===== src/rtl/frt_pkg.sv =====
package frt_pkg;

    typedef enum logic [1:0] {
        PM_RUN  = 2'd0,
        PM_WAIT = 2'd1,
        PM_HALT = 2'd2,
        PM_STOP = 2'd3
    } pmode_e;

    localparam int CTL_OVF_IE = 0;
    localparam int CTL_CAP_IE = 1;
    localparam int CTL_EDGE   = 2;
    localparam int CTL_BITS   = 3;

    localparam int STS_OVF = 7;
    localparam int STS_CAP = 6;

endpackage


===== src/rtl/frt_sync.sv =====
module frt_sync #(
    parameter int STAGES = 2
) (
    input  logic clk,
    input  logic rst_n,
    input  logic pin,
    output logic lvl,
    output logic lvl_prev
);

    typedef struct packed {
        logic [STAGES-1:0] sh;
        logic              prev;
    } sync_st_t;

    sync_st_t st_d, st_q;

    always_comb begin
        st_d      = st_q;
        st_d.sh   = {st_q.sh[STAGES-2:0], pin};
        st_d.prev = st_q.sh[STAGES-1];
    end

    always_ff @(posedge clk or negedge rst_n) begin
        if (!rst_n) begin
            st_q <= '0;
        end else begin
            st_q <= st_d;
        end
    end

    assign lvl      = st_q.sh[STAGES-1];
    assign lvl_prev = st_q.prev;

endmodule


===== src/rtl/frt_counter.sv =====
module frt_counter #(
    parameter int             CNT_W   = 16,
    parameter logic [CNT_W-1:0] RST_VAL = 16'hFFFC
) (
    input  logic             clk,
    input  logic             rst_n,
    input  logic             tick_en,
    input  logic             stop,
    input  logic             ext_rst,
    input  logic             sts_rd,
    input  logic             lo_acc,
    output logic [CNT_W-1:0] cnt,
    output logic             ovf
);

    typedef struct packed {
        logic [CNT_W-1:0] cnt;
        logic             ovf;
        logic             arm;
    } cnt_st_t;

    cnt_st_t st_d, st_q;
    logic    adv;
    logic    wrap;

    always_comb begin
        adv  = tick_en && !stop && !ext_rst;
        wrap = adv && (st_q.cnt == '1);
        st_d = st_q;
        // first step of the clear: status seen while the flag is up
        if (sts_rd && st_q.ovf) begin
            st_d.arm = 1'b1;
        end
        // second step: low-byte access after an armed status read
        if (lo_acc && st_q.arm) begin
            st_d.ovf = 1'b0;
            st_d.arm = 1'b0;
        end
        if (adv) begin
            st_d.cnt = st_q.cnt + 1'b1;
        end
        // a new wrap wins over a clear in the same cycle
        if (wrap) begin
            st_d.ovf = 1'b1;
        end
        if (ext_rst) begin
            st_d.cnt = RST_VAL;
            st_d.arm = 1'b0;
        end
    end

    always_ff @(posedge clk or negedge rst_n) begin
        if (!rst_n) begin
            st_q.cnt <= RST_VAL;
            st_q.ovf <= 1'b0;
            st_q.arm <= 1'b0;
        end else begin
            st_q <= st_d;
        end
    end

    assign cnt = st_q.cnt;
    assign ovf = st_q.ovf;

    assert_count_step_R1: assert property (@(posedge clk) disable iff (!rst_n)
        (tick_en && !stop && !ext_rst) |=> (st_q.cnt == $past(st_q.cnt) + 1'b1));

    assert_wrap_sets_R2: assert property (@(posedge clk) disable iff (!rst_n)
        (tick_en && !stop && !ext_rst && st_q.cnt == '1) |=> st_q.ovf);

    assert_unarmed_keeps_R3: assert property (@(posedge clk) disable iff (!rst_n)
        (st_q.ovf && !st_q.arm) |=> st_q.ovf);

    assert_ext_rst_keeps_flag_R4: assert property (@(posedge clk) disable iff (!rst_n)
        (ext_rst && !lo_acc) |=> (st_q.ovf == $past(st_q.ovf)));

    assert_stop_holds_R6: assert property (@(posedge clk) disable iff (!rst_n)
        (stop && !ext_rst) |=> $stable(st_q.cnt));

    assert_ext_rst_load_R7: assert property (@(posedge clk) disable iff (!rst_n)
        ext_rst |=> (st_q.cnt == RST_VAL));

endmodule


===== src/rtl/frt_capture.sv =====
module frt_capture #(
    parameter int CNT_W = 16
) (
    input  logic             clk,
    input  logic             rst_n,
    input  logic             stop,
    input  logic             ext_rst,
    input  logic             rise_sel,
    input  logic             lvl,
    input  logic             lvl_prev,
    input  logic [CNT_W-1:0] cnt,
    input  logic             lo_rd,
    output logic [CNT_W-1:0] cap_data,
    output logic             cap_flag
);

    typedef struct packed {
        logic [CNT_W-1:0] data;
        logic             flag;
        logic             pend;
        logic [CNT_W-1:0] pend_data;
    } cap_st_t;

    cap_st_t st_d, st_q;
    logic    hit;
    logic    locked;

    always_comb begin
        hit    = rise_sel ? (lvl && !lvl_prev) : (!lvl && lvl_prev);
        locked = st_q.flag && !lo_rd;
        st_d   = st_q;
        if (lo_rd) begin
            st_d.flag = 1'b0;
        end
        if (stop) begin
            // remember only the first edge of this stop, quietly
            if (hit && !st_q.pend) begin
                st_d.pend      = 1'b1;
                st_d.pend_data = cnt;
            end
        end else if (st_q.pend) begin
            st_d.pend = 1'b0;
            st_d.flag = 1'b1;
            if (!locked) begin
                st_d.data = st_q.pend_data;
            end
        end else if (hit) begin
            st_d.flag = 1'b1;
            if (!locked) begin
                st_d.data = cnt;
            end
        end
        if (ext_rst) begin
            st_d = '0;
        end
    end

    always_ff @(posedge clk or negedge rst_n) begin
        if (!rst_n) begin
            st_q <= '0;
        end else begin
            st_q <= st_d;
        end
    end

    assign cap_data = st_q.data;
    assign cap_flag = st_q.flag;

    assert_locked_data_R9: assert property (@(posedge clk) disable iff (!rst_n)
        (st_q.flag && !lo_rd && !ext_rst) |=> $stable(st_q.data));

    assert_stop_no_flag_R10: assert property (@(posedge clk) disable iff (!rst_n)
        stop |=> !$rose(st_q.flag));

    assert_first_edge_kept_R10: assert property (@(posedge clk) disable iff (!rst_n)
        (stop && st_q.pend && !ext_rst) |=> $stable(st_q.pend_data));

    assert_rst_discards_R11: assert property (@(posedge clk) disable iff (!rst_n)
        ext_rst |=> (!st_q.pend && !st_q.flag && st_q.data == '0));

endmodule


===== src/rtl/frt_timer.sv =====
module frt_timer
    import frt_pkg::*;
#(
    parameter int                ADDR_W      = 5,
    parameter int                DATA_W      = 8,
    parameter int                SYNC_STAGES = 2,
    parameter logic [ADDR_W-1:0] A_CTL       = 5'h12,
    parameter logic [ADDR_W-1:0] A_STS       = 5'h13,
    parameter logic [ADDR_W-1:0] A_CAP_HI    = 5'h14,
    parameter logic [ADDR_W-1:0] A_CAP_LO    = 5'h15,
    parameter logic [ADDR_W-1:0] A_CNT_HI    = 5'h18,
    parameter logic [ADDR_W-1:0] A_CNT_LO    = 5'h19
) (
    input  logic              clk,
    input  logic              rst_n,
    input  logic              tick_en,
    input  logic [1:0]        pm_mode,
    input  logic              ext_rst,
    input  logic              bus_rd,
    input  logic              bus_wr,
    input  logic [ADDR_W-1:0] bus_addr,
    input  logic [DATA_W-1:0] bus_wdata,
    output logic [DATA_W-1:0] bus_rdata,
    input  logic              cap_pin,
    output logic              irq
);

    localparam int CNT_W = 2 * DATA_W;
    localparam logic [DATA_W-1:0] CTL_MASK = DATA_W'((1 << CTL_BITS) - 1);

    typedef struct packed {
        logic [DATA_W-1:0] ctl;
    } top_st_t;

    top_st_t          st_d, st_q;
    logic             stop;
    logic             sts_rd;
    logic             lo_acc;
    logic             cap_lo_rd;
    logic             lvl;
    logic             lvl_prev;
    logic [CNT_W-1:0] cnt;
    logic [CNT_W-1:0] cap_data;
    logic             ovf;
    logic             cap_flag;
    logic [DATA_W-1:0] sts_byte;

    assign stop      = (pmode_e'(pm_mode) == PM_STOP);
    assign sts_rd    = bus_rd && (bus_addr == A_STS);
    assign lo_acc    = (bus_rd || bus_wr) && (bus_addr == A_CNT_LO);
    assign cap_lo_rd = bus_rd && (bus_addr == A_CAP_LO);

    frt_sync #(
        .STAGES (SYNC_STAGES)
    ) u_sync (
        .clk      (clk),
        .rst_n    (rst_n),
        .pin      (cap_pin),
        .lvl      (lvl),
        .lvl_prev (lvl_prev)
    );

    frt_counter #(
        .CNT_W   (CNT_W),
        .RST_VAL (CNT_W'(16'hFFFC))
    ) u_counter (
        .clk     (clk),
        .rst_n   (rst_n),
        .tick_en (tick_en),
        .stop    (stop),
        .ext_rst (ext_rst),
        .sts_rd  (sts_rd),
        .lo_acc  (lo_acc),
        .cnt     (cnt),
        .ovf     (ovf)
    );

    frt_capture #(
        .CNT_W (CNT_W)
    ) u_capture (
        .clk      (clk),
        .rst_n    (rst_n),
        .stop     (stop),
        .ext_rst  (ext_rst),
        .rise_sel (st_q.ctl[CTL_EDGE]),
        .lvl      (lvl),
        .lvl_prev (lvl_prev),
        .cnt      (cnt),
        .lo_rd    (cap_lo_rd),
        .cap_data (cap_data),
        .cap_flag (cap_flag)
    );

    always_comb begin
        st_d = st_q;
        if (bus_wr && (bus_addr == A_CTL)) begin
            st_d.ctl = bus_wdata & CTL_MASK;
        end
        if (ext_rst) begin
            st_d.ctl = '0;
        end
    end

    always_ff @(posedge clk or negedge rst_n) begin
        if (!rst_n) begin
            st_q <= '0;
        end else begin
            st_q <= st_d;
        end
    end

    always_comb begin
        sts_byte          = '0;
        sts_byte[STS_OVF] = ovf;
        sts_byte[STS_CAP] = cap_flag;
    end

    always_comb begin
        bus_rdata = '0;
        if (bus_rd) begin
            case (bus_addr)
                A_CTL:    bus_rdata = st_q.ctl;
                A_STS:    bus_rdata = sts_byte;
                A_CAP_HI: bus_rdata = cap_data[CNT_W-1 -: DATA_W];
                A_CAP_LO: bus_rdata = cap_data[DATA_W-1:0];
                A_CNT_HI: bus_rdata = cnt[CNT_W-1 -: DATA_W];
                A_CNT_LO: bus_rdata = cnt[DATA_W-1:0];
                default:  bus_rdata = '0;
            endcase
        end
    end

    assign irq = (ovf && st_q.ctl[CTL_OVF_IE]) || (cap_flag && st_q.ctl[CTL_CAP_IE]);

    assert_irq_has_source_R12: assert property (@(posedge clk) disable iff (!rst_n)
        irq |-> (ovf || cap_flag));

    assert_ctl_upper_zero_R13: assert property (@(posedge clk) disable iff (!rst_n)
        (st_q.ctl & ~CTL_MASK) == '0);

    assert_ctl_only_by_write_R13: assert property (@(posedge clk) disable iff (!rst_n)
        (!ext_rst && !(bus_wr && bus_addr == A_CTL)) |=> $stable(st_q.ctl));

endmodule


===== config.mk =====
export PLATFORM = sky130hd
export DESIGN_NAME = frt_timer
export DESIGN_NICKNAME = d
export VERILOG_FILES = /design/src/rtl/frt_pkg.sv /design/src/rtl/frt_sync.sv /design/src/rtl/frt_counter.sv /design/src/rtl/frt_capture.sv /design/src/rtl/frt_timer.sv
export SDC_FILE = /design/constraint.sdc
export NUM_CORES = 1
export LEC_CHECK = 0
export CAP_MARGIN = 20
export CELL_PAD_IN_SITES_DETAIL_PLACEMENT = 1
export CELL_PAD_IN_SITES_GLOBAL_PLACEMENT = 2
export CORE_ASPECT_RATIO = 0.8
export CORE_UTILIZATION = 31
export DETAILED_ROUTE_END_ITERATION = 7
export PLACE_DENSITY = 0.69
export RECOVER_POWER = 50
export SLEW_MARGIN = 20
export SYNTH_ARGS = -nofsm -noshare
export SYNTH_HDL_FRONTEND = slang
export SYNTH_HIERARCHICAL = 1
export SYNTH_SLANG_ARGS = --single-unit

===== constraint.sdc =====
create_clock -name clk -period 1.6 [get_ports clk]
set_clock_uncertainty 0.15 [all_clocks]
set_input_delay 0.32 -clock clk [delete_from_list [all_inputs] [get_ports clk]]
set_output_delay 0.32 -clock clk [all_outputs]
set_load 0.005 [all_outputs]

==> metrics.txt, run 1 <==
syn_nets=368; Switching Share=26.1%; global route overflow=0; endpoints failing setup=49; Fillers=1175; Max Cap Viol=0; Initial Utilization=32.0%; TritonCTS Buffers=9; Synth Area in XOR/XNOR=2.01%; vias in the first global route=3057; DP Worst Slack=-1100 ps; Critical Path RT=1130 ps; largest net degree at the start of global routing=24; Iter 0 DRT Violations=126; status=finished, violations left; Core Region=0.0109 mm²; Clock transition at path regs=50 ps; DRC=0; Logic pwr share=17.5%; fmax=520 MHz; WS Path Type=reg2out; Post-Route WL=10900 µm; setup ws final=-324 ps; number of cells after detailed placement=526; share of layout cells above drive strength 1=52.4%; average size of a mapped cell=10.1 µm²; Area Overhead vs Synth=46.8%; CP endpoint kind=primary output; global placer's final weighted congestion=0.807; #FFs+latches synth=58; P_leak=2.21 nW; maximum fanout along the worst path=2; fin nets=447; Antenna Cells=0; Synth Area in Compound Gates=13.7%; global-route wire length before repair=17300 µm; initial antenna violation count=0; unrepaired setup endpoints after global routing=yes; Max Slew Vio Count=0; Final Non-Filler Cells=573; drt pass-1 iters=4; Skew-Pair Late Insertion Delay=340 ps; warnings from Yosys=6; Die ar.=0.0117 mm²; Routed WL per cell=19.1 µm; worst slew pin tran=508 ps; Worst Path Arrival=1450 ps; simple-gate share of the synthesized area=20.7%; Hold Fails Final Rpt=0; multiplexer area fraction after synthesis=8.94%; Startpoint Class=register; Die W=121 µm; CTS H-tree lvls=3; number of routed nets with antenna violations=0; cells after synthesis=345; hpwl dp=6830 µm; Post-Syn Area=0.00349 mm²; CTS tree=built; Flop pwr share=38.2%; Primary FF master, synth=dfrtp_1; IO buf count=25; failing checks=negative setup slack; total net switching power=1.08 mW; Die H=96.8 µm; fin crit share=120%; Slew headroom=66.1%; Tot GR Track Use=19.7%; Post-synth EDFFs=0; clock sinks=58; Int Pwr=3.07 mW; Clock Tree Buf Depth=2; fin crit period=1920 ps; Unique masters post-synth=54; peak supply drop=0.392 mV; sequential share of the synthesized area=42.1%; CTS root buf=clkbuf_16; Rows=34; vias=2940; FFs w/ async S/R, synth=100%; post-synthesis adder-cell area fraction=0.359%; Vias/cell=5.13; num ports=31; clock network fraction of total power=44.3%; power density over the cells=812 mW/mm²; Worst Hold Class=reg2reg; main combinational cell family by area after synthesis=simple AND/OR/NAND/NOR gates
## layer usage
| metal | GRT usage [%] | wire, µm | vias up |
|---|---|---|---|
| li1 | - | - | 1367 |
| met1 | 28.6 | 5480 | 1510 |
| met2 | 29.1 | 4950 | 52 |
| met3 | 4.30 | 370 | 11 |
| met4 | 5.79 | 130 | 0 |
| met5 | 0 | 0 | - |
## final cells by class
cell class / instances / area [µm²] / area share (%)
clock inverters: 2 / 10.0 / 0.196
well taps: 144 / 180 / 3.52
multi-input cells: 230 / 2020 / 39.4
flip-flops and latches: 58 / 1470 / 28.7
repair buffers: 121 / 1150 / 22.5
clock buffers: 14 / 274 / 5.35
inverters: 4 / 15.0 / 0.293
## power by group through the flow
stage / sequential, mW / clock, mW / combinational, mW
global placement: 1.60 / 0 / 0.529
finish: 1.59 / 1.84 / 0.729
CTS: 1.58 / 1.87 / 0.650
floorplan: 1.59 / 0 / 0.329
detailed placement: 1.60 / 0 / 0.537
global route: 1.59 / 1.95 / 0.781
## worst max-delay path, cell delays in order, from the launching register on
cell     delay (ps)
dfstp_2         540
mux2i_2          90
o22a_1          230
a21oi_2         140
buf_2           120
## synth_stat cells (2+ instances only)
cell / n / area share (%)
buf_2: 4 / 0.57
nand3_1: 21 / 3.0
o22a_1: 5 / 1.3
mux2i_1: 30 / 8.6
a31o_2: 2 / 0.50
a211oi_1: 4 / 0.86
o21bai_1: 3 / 0.65
a22oi_1: 3 / 0.65
nor2b_1: 4 / 0.72
a311oi_1: 17 / 4.3
dfstp_2: 14 / 11
a221oi_1: 3 / 0.75
buf_6: 6 / 1.9
nand2b_1: 13 / 2.3
nor2_1: 40 / 4.3
a21oi_1: 8 / 1.1
a21o_1: 2 / 0.43
buf_4: 37 / 8.0
nor4_4: 2 / 1.2
nand2_1: 23 / 2.5
xnor2_1: 5 / 1.3
clkbuf_1: 4 / 0.43
a41oi_1: 2 / 0.50
nand4bb_1: 2 / 0.65
xor2_1: 3 / 0.75
nor3_1: 5 / 0.72
inv_1: 3 / 0.32
nand3_2: 2 / 0.57
dfrtp_1: 44 / 32
o21ai_0: 4 / 0.57
o2111ai_1: 2 / 0.50
nand4_1: 3 / 0.54
and3_1: 4 / 0.72
## final timing paths
| kind | slack (ps) | depth (start not counted) | to | startpoint |
|---|---|---|---|---|
| max reg2reg | -290 | 6 | u_counter/cnt[12] | u_counter/cnt[2] |
| max in group asynchronous | 140 | 3 | u_counter/cnt[8] | rst_n |
| max | -320 | 4 | bus_rdata[0] | u_counter/cnt[8] |
| min | 210 | 0 | u_sync/lvl | u_sync/st_d[2] |
| min reg2reg | 210 | 0 | u_sync/lvl | u_sync/st_d[2] |
| min in group asynchronous | 280 | 2 | u_capture/st_q[14] | rst_n |
## timing repair
| item | CTS | global route |
|---|---|---|
| hold buffers | 1 | 0 |
| pin swaps | 25 | 37 |
| gates cloned | 3 | 1 |
| setup endpoints to repair | 60 | 56 |
| buffers inserted | 18 | 13 |
| gates resized for setup | 113 | 61 |
| hold endpoints to repair | 46 | 0 |
## kinds of logic after synthesis
kind of cell | Yosys count
simple gates | 130
fa+ha+maj | 1
compound gates | 60
flops | 58
xor+xnor | 8
mux | 31
buf+inv | 57
## flip-flops by register name (all words and copies together), names as in the netlist
| register | count |
|---|---|
| st_q | 3 |
| u_capture/cap_data | 16 |
| u_capture/cap_flag | 1 |
| u_capture/st_q | 17 |
| u_counter/cnt | 16 |
| u_counter/ovf | 1 |
| u_counter/st_q | 1 |
| u_sync/lvl | 1 |
| u_sync/lvl_prev | 1 |
| u_sync/st_d | 1 |
## through the flow
stage          hold WS [ps]  cell area, µm²  utilization [%]  total power [mW]  TNS [ps]
6_report                206            5120             47.0              4.16     -7960
5_1_grt                 216            5120             47.0              4.32    -11560
4_1_cts                 202            4810             44.2              4.10     -8540
3_5_place_dp           21.2            4150             38.1              2.14    -39250
3_3_place_gp           20.4            4150             38.1              2.13    -36610
2_1_floorplan          -126            3580                -              1.92      -278
## cell usage in the layout (no fill, tap or decap), types with 13 or more instances in the layout
cell type / count
a311oi_2: 13
buf_4: 57
buf_6: 27
dfrtp_1: 43
dfstp_2: 14
mux2i_1: 24
nand2_1: 20
nand3_1: 15
nor2_1: 31
(Power assumes the default switching activity.)
==> inputs of run 2 (changes only) <==
Settings changed: CORE_UTILIZATION 31 to 34, PLACE_DENSITY 0.69 to 0.74.
==> metrics.txt, run 2 (synthesized netlist as in run 1, its figures left out) <==
vias=3061; Max Slew Vio Count=0; DRC=0; IO buf count=25; Die ar.=0.0107 mm²; global route overflow=0; Worst Setup SP=u_counter/cnt[8]; post-layout util=54.2%; Worst Path Arrival=1480 ps; DP Worst Slack=-1170 ps; reg2reg start=u_counter/cnt[2]; fin nets=449; endpoints failing setup=55; most common cell after layout, fill and taps aside=buf_4; Critical Path RT=1130 ps; WS Path Type=reg2out; Startpoint Class=register; fin crit share=122%; number of routed nets with antenna violations=0; Clock transition at path regs=50 ps; global placer's final weighted congestion=0.821; maximum fanout along the worst path=2; Iter 0 DRT Violations=105; initial antenna violation count=0; CP endpoint kind=primary output; CTS tree=built; peak supply drop=0.765 mV; vias in the first global route=3186; CTS H-tree lvls=3; drt pass-1 iters=4; fin crit period=1950 ps; crit path to=bus_rdata[0]; Skew-Pair Late Insertion Delay=340 ps; setup ws final=-351 ps; worst slew pin tran=779 ps; Vias/cell=5.40; power density over the cells=810 mW/mm²; R2R setup slack=-300 ps; unrepaired setup endpoints after global routing=yes; most frequent cells in the layout=58 x buf_4, 43 x dfrtp_1, 32 x nor2_1; status=finished, violations left; Area Overhead vs Synth=52.7%; max reg flops=17; failing checks=negative setup slack; Slew headroom=48.0%; Initial Utilization=35.5%; fmax=512 MHz; Routed WL per cell=22.4 µm; r2r endpoint=u_counter/cnt[7]; Die W=115 µm; Die H=92.6 µm; share of layout cells above drive strength 1=53.6%; Largest Register=u_capture/st_q; largest net degree at the start of global routing=59; global-route wire length before repair=17900 µm; hpwl dp=6780 µm; Rows=32; Max Cap Viol=0; Hold Fails Final Rpt=0; Worst Hold Class=reg2reg; Clock Tree Buf Depth=2; Tot GR Track Use=23.2%; num ports=31; Register-to-Register Path Depth=7; Antenna Cells=0; P_leak=2.31 nW; clock sinks=58; Core Region=0.00981 mm²; CTS root buf=clkbuf_16; TritonCTS Buffers=9; Post-Route WL=12700 µm
==> run 2: changes by cell type in the layout (fill, tap and decap cells not counted), moves of 3 or more <==
cell,change
nand3_1,-8
nand3_4,+7
mux2i_2,-4
dlygate4sd2_1,+3
mux2i_1,+3
nor2_4,-3
==> run 2: metal layers <==
layer  vias up  global-route usage, %  part of all wire [%]  routed length (µm)
met1      1587                   30.8                    42                5350
met3        26                   4.52                   4.2                 537
met2        72                   37.3                    51                6430
li1       1376                      -                     -                   -
met4         0                   8.66                   2.9                 371
met5         -                      0                     0                   0
==> run 2: worst min-delay path by stage <==
stage | startpoint | slack [ps] | cells past startpoint | endpoint
final | u_sync/st_d[2] | 200 | 0 | u_sync/lvl
after global routing | u_sync/st_d[2] | 220 | 0 | u_sync/lvl
after CTS | u_sync/st_d[2] | 200 | 0 | u_sync/lvl
after detailed placement | u_sync/st_d[2] | 190 | 0 | u_sync/lvl
after global placement | u_sync/st_d[2] | 180 | 0 | u_sync/lvl
after floorplan | rst_n | -130 | 0 | st_q[0]
==> run 2: power by group <==
group / internal [mW] / switching (mW) / leakage, nW
Sequential: 1.54 / 0.0517 / 0.740
Clock: 1.24 / 0.675 / 0.144
Combinational: 0.405 / 0.402 / 1.42
==> run 2: stage by stage <==
stage	setup TNS (ps)	hold slack, ps	instances	power [mW]	area [µm²]
after floorplan	-278	-126	345	1.92	3580
after global placement	-35770	183	516	2.12	4120
after detailed placement	-38060	190	516	2.13	4120
after CTS	-10670	202	550	4.19	4860
after global routing	-13310	219	567	4.46	5320
final	-10660	199	567	4.31	5320
==> run 2: layout make-up <==
class,count,area (µm²)
fillers,1019,4490
multi-input cells,230,2150
flip-flops and latches,58,1470
repair buffers,123,1230
clock buffers,13,250
well taps,136,170
clock inverters,3,40.0
inverters,4,15.0
==> run 2: timing repair <==
action	in CTS	in global routing
setup endpoints to repair	59	55
buffers inserted	14	18
pin swaps	30	36
resized for setup	125	72
hold endpoints to repair	44	0
hold buffers	1	0
cloned	3	4
==> run 2: worst max-delay path, stage by stage, from the launching register on <==
cell     delay (ps)
dfstp_2         530
mux2i_2          90
o22a_1          240
a21oi_2         150
buf_2           130
==> inputs of run 3 (changes only) <==
--- a/config.mk
+++ b/config.mk
@@ -6,4 +6,5 @@
 export NUM_CORES = 1
 export LEC_CHECK = 0
+export ABC_AREA = 0
 export CAP_MARGIN = 20
 export CELL_PAD_IN_SITES_DETAIL_PLACEMENT = 1
@@ -12,4 +13,5 @@
 export CORE_UTILIZATION = 34
 export DETAILED_ROUTE_END_ITERATION = 7
+export GPL_TIMING_DRIVEN = 0
 export PLACE_DENSITY = 0.74
 export RECOVER_POWER = 50
==> constraint.sdc (replaced) <==
create_clock -name clk -period 1.6 [get_ports clk]
set_clock_uncertainty 0.15 [all_clocks]
set_input_delay 0.48 -clock clk [delete_from_list [all_inputs] [get_ports clk]]
set_output_delay 0.48 -clock clk [all_outputs]
set_load 0.005 [all_outputs]
==> metrics.txt, run 3 (synthesized netlist as in run 1, its figures left out) <==
largest net degree at the start of global routing=46; Area Overhead vs Synth=51.8%; num ports=31; max incr delay on CP=260 ps; Slew headroom=74.8%; global route overflow=0; Worst Path Arrival=1550 ps; multi-input logic area=0.00193 mm²; Core Region=0.00981 mm²; register area=0.00147 mm²; CTS root buf=clkbuf_16; DRC=0; setup ws final=-577 ps; fmax=459 MHz; Tot GR Track Use=22.8%; global placer's final weighted congestion=0.762; Rows=32; share of layout cells above drive strength 1=50.8%; R2R setup slack=-260 ps; slowest CP cell=nand4bb_4; CTS H-tree lvls=3; Worst Hold Class=reg2reg; post-route cell area=0.00529 mm²; fin nets=465; hold path start=u_sync/st_d[2]; TritonCTS Buffers=9; max reg flops=17; Largest Register=u_capture/st_q; Critical Path, Cell by Cell=buf_12 -> nand4bb_4 -> buf_6 -> buf_6 -> o22a_1 -> a21oi_2 -> buf_2; Clock transition at path regs=60 ps; Max Slew Vio Count=0; r2r endpoint=u_counter/cnt[5]; vias in the first global route=3129; Buf+Inv Stages, Crit Path=4; most frequent cells in the layout=59 x buf_4, 41 x dfrtp_1, 30 x mux2i_1, 30 x nor2_1, 29 x buf_6; endpoints failing setup=53; Die ar.=0.0107 mm²; drt pass-1 iters=4; Post-Route WL=11200 µm; Clock Tree Buf Depth=2; Routed WL per cell=19.2 µm; reg2reg start=u_counter/cnt[2]; maximum fanout along the worst path=7; Startpoint Class=input port; Register-to-Register Path Depth=7; fin crit period=2180 ps; Hold Fails Final Rpt=0; post-layout util=53.9%; unrepaired setup endpoints after global routing=yes; peak supply drop=0.587 mV; most common cell after layout, fill and taps aside=buf_4; initial antenna violation count=0; P_leak=2.34 nW; WS Path Type=in2out; number of routed nets with antenna violations=0; dpl cell area=0.00412 mm²; Fillers=1083; Vias/cell=5.09; IO buf count=25; Critical Path Most Common Cell=buf_6; Pwr Total=4.28 mW; Skew-Pair Late Insertion Delay=330 ps; Initial Utilization=35.5%; hold endpoint=u_sync/lvl; CTS tree=built; Final TNS setup=-12380 ps; status=finished, violations left; power density over the cells=809 mW/mm²; Antenna Cells=0; Critical Path RT=970 ps; Die W=115 µm; hpwl dp=7220 µm; Die H=92.6 µm; vias=2965; global-route wire length before repair=17600 µm; failing checks=negative setup slack; worst slew pin tran=379 ps; CP endpoint kind=primary output; clock sinks=58; CP top delay family=buffers and inverters; Iter 0 DRT Violations=114; fin crit share=136%; Max Cap Viol=0; hold depth=0
==> run 3: worst max-delay path by stage <==
stage	start	to	slack, ps	cells past startpoint
2_1_floorplan	bus_addr[3]	bus_rdata[3]	-180	4
3_3_place_gp	rst_n	u_capture/cap_data[5]	-2120	1
3_5_place_dp	bus_addr[2]	bus_rdata[3]	-1540	6
4_1_cts	u_counter/cnt[6]	bus_rdata[6]	-590	5
5_1_grt	u_counter/cnt[2]	bus_rdata[2]	-610	5
6_report	bus_addr[2]	bus_rdata[6]	-580	7
==> run 3: power by group <==
group | total (mW) | internal, mW | switching (mW) | leakage [nW]
Clock | 1.94 | 1.21 | 0.729 | 0.142
Combinational | 0.751 | 0.401 | 0.350 | 1.46
Sequential | 1.59 | 1.54 | 0.0508 | 0.737
Total | 4.28 | 3.15 | 1.13 | 2.34
==> run 3: repair_timing <==
action,CTS,global route
pin swaps,30,31
endpoints found under the hold margin,6,0
buffers inserted,47,14
hold buffers,1,0
cloned,4,0
endpoints found under the setup margin,64,61
resized for setup,128,40
==> run 3: through the flow <==
step	worst slack [ps]	std cells	hold WS (ps)
after floorplan	-181	345	34.4
after global routing	-613	583	221
after detailed placement	-1540	507	193
after CTS	-586	575	207
final	-577	583	209
after global placement	-2120	506	183
==> run 3: layout make-up <==
cell class	count	share of cell area, %
plain buffers	52	9.53
clock buffers	9	4.26
clock inverters	7	1.44
inverters	4	0.331
multi-input cells	230	36.4
flip-flops and latches	58	27.8
well taps	136	3.22
repair buffers	87	16.9
==> run 3: layer usage <==
metal	vias up	GRT usage [%]	routed length, µm
met1	1508	32.4	5460
met3	9	4.71	378
met5	-	0	0
met2	39	34.7	5240
li1	1409	-	-
met4	0	6.28	119
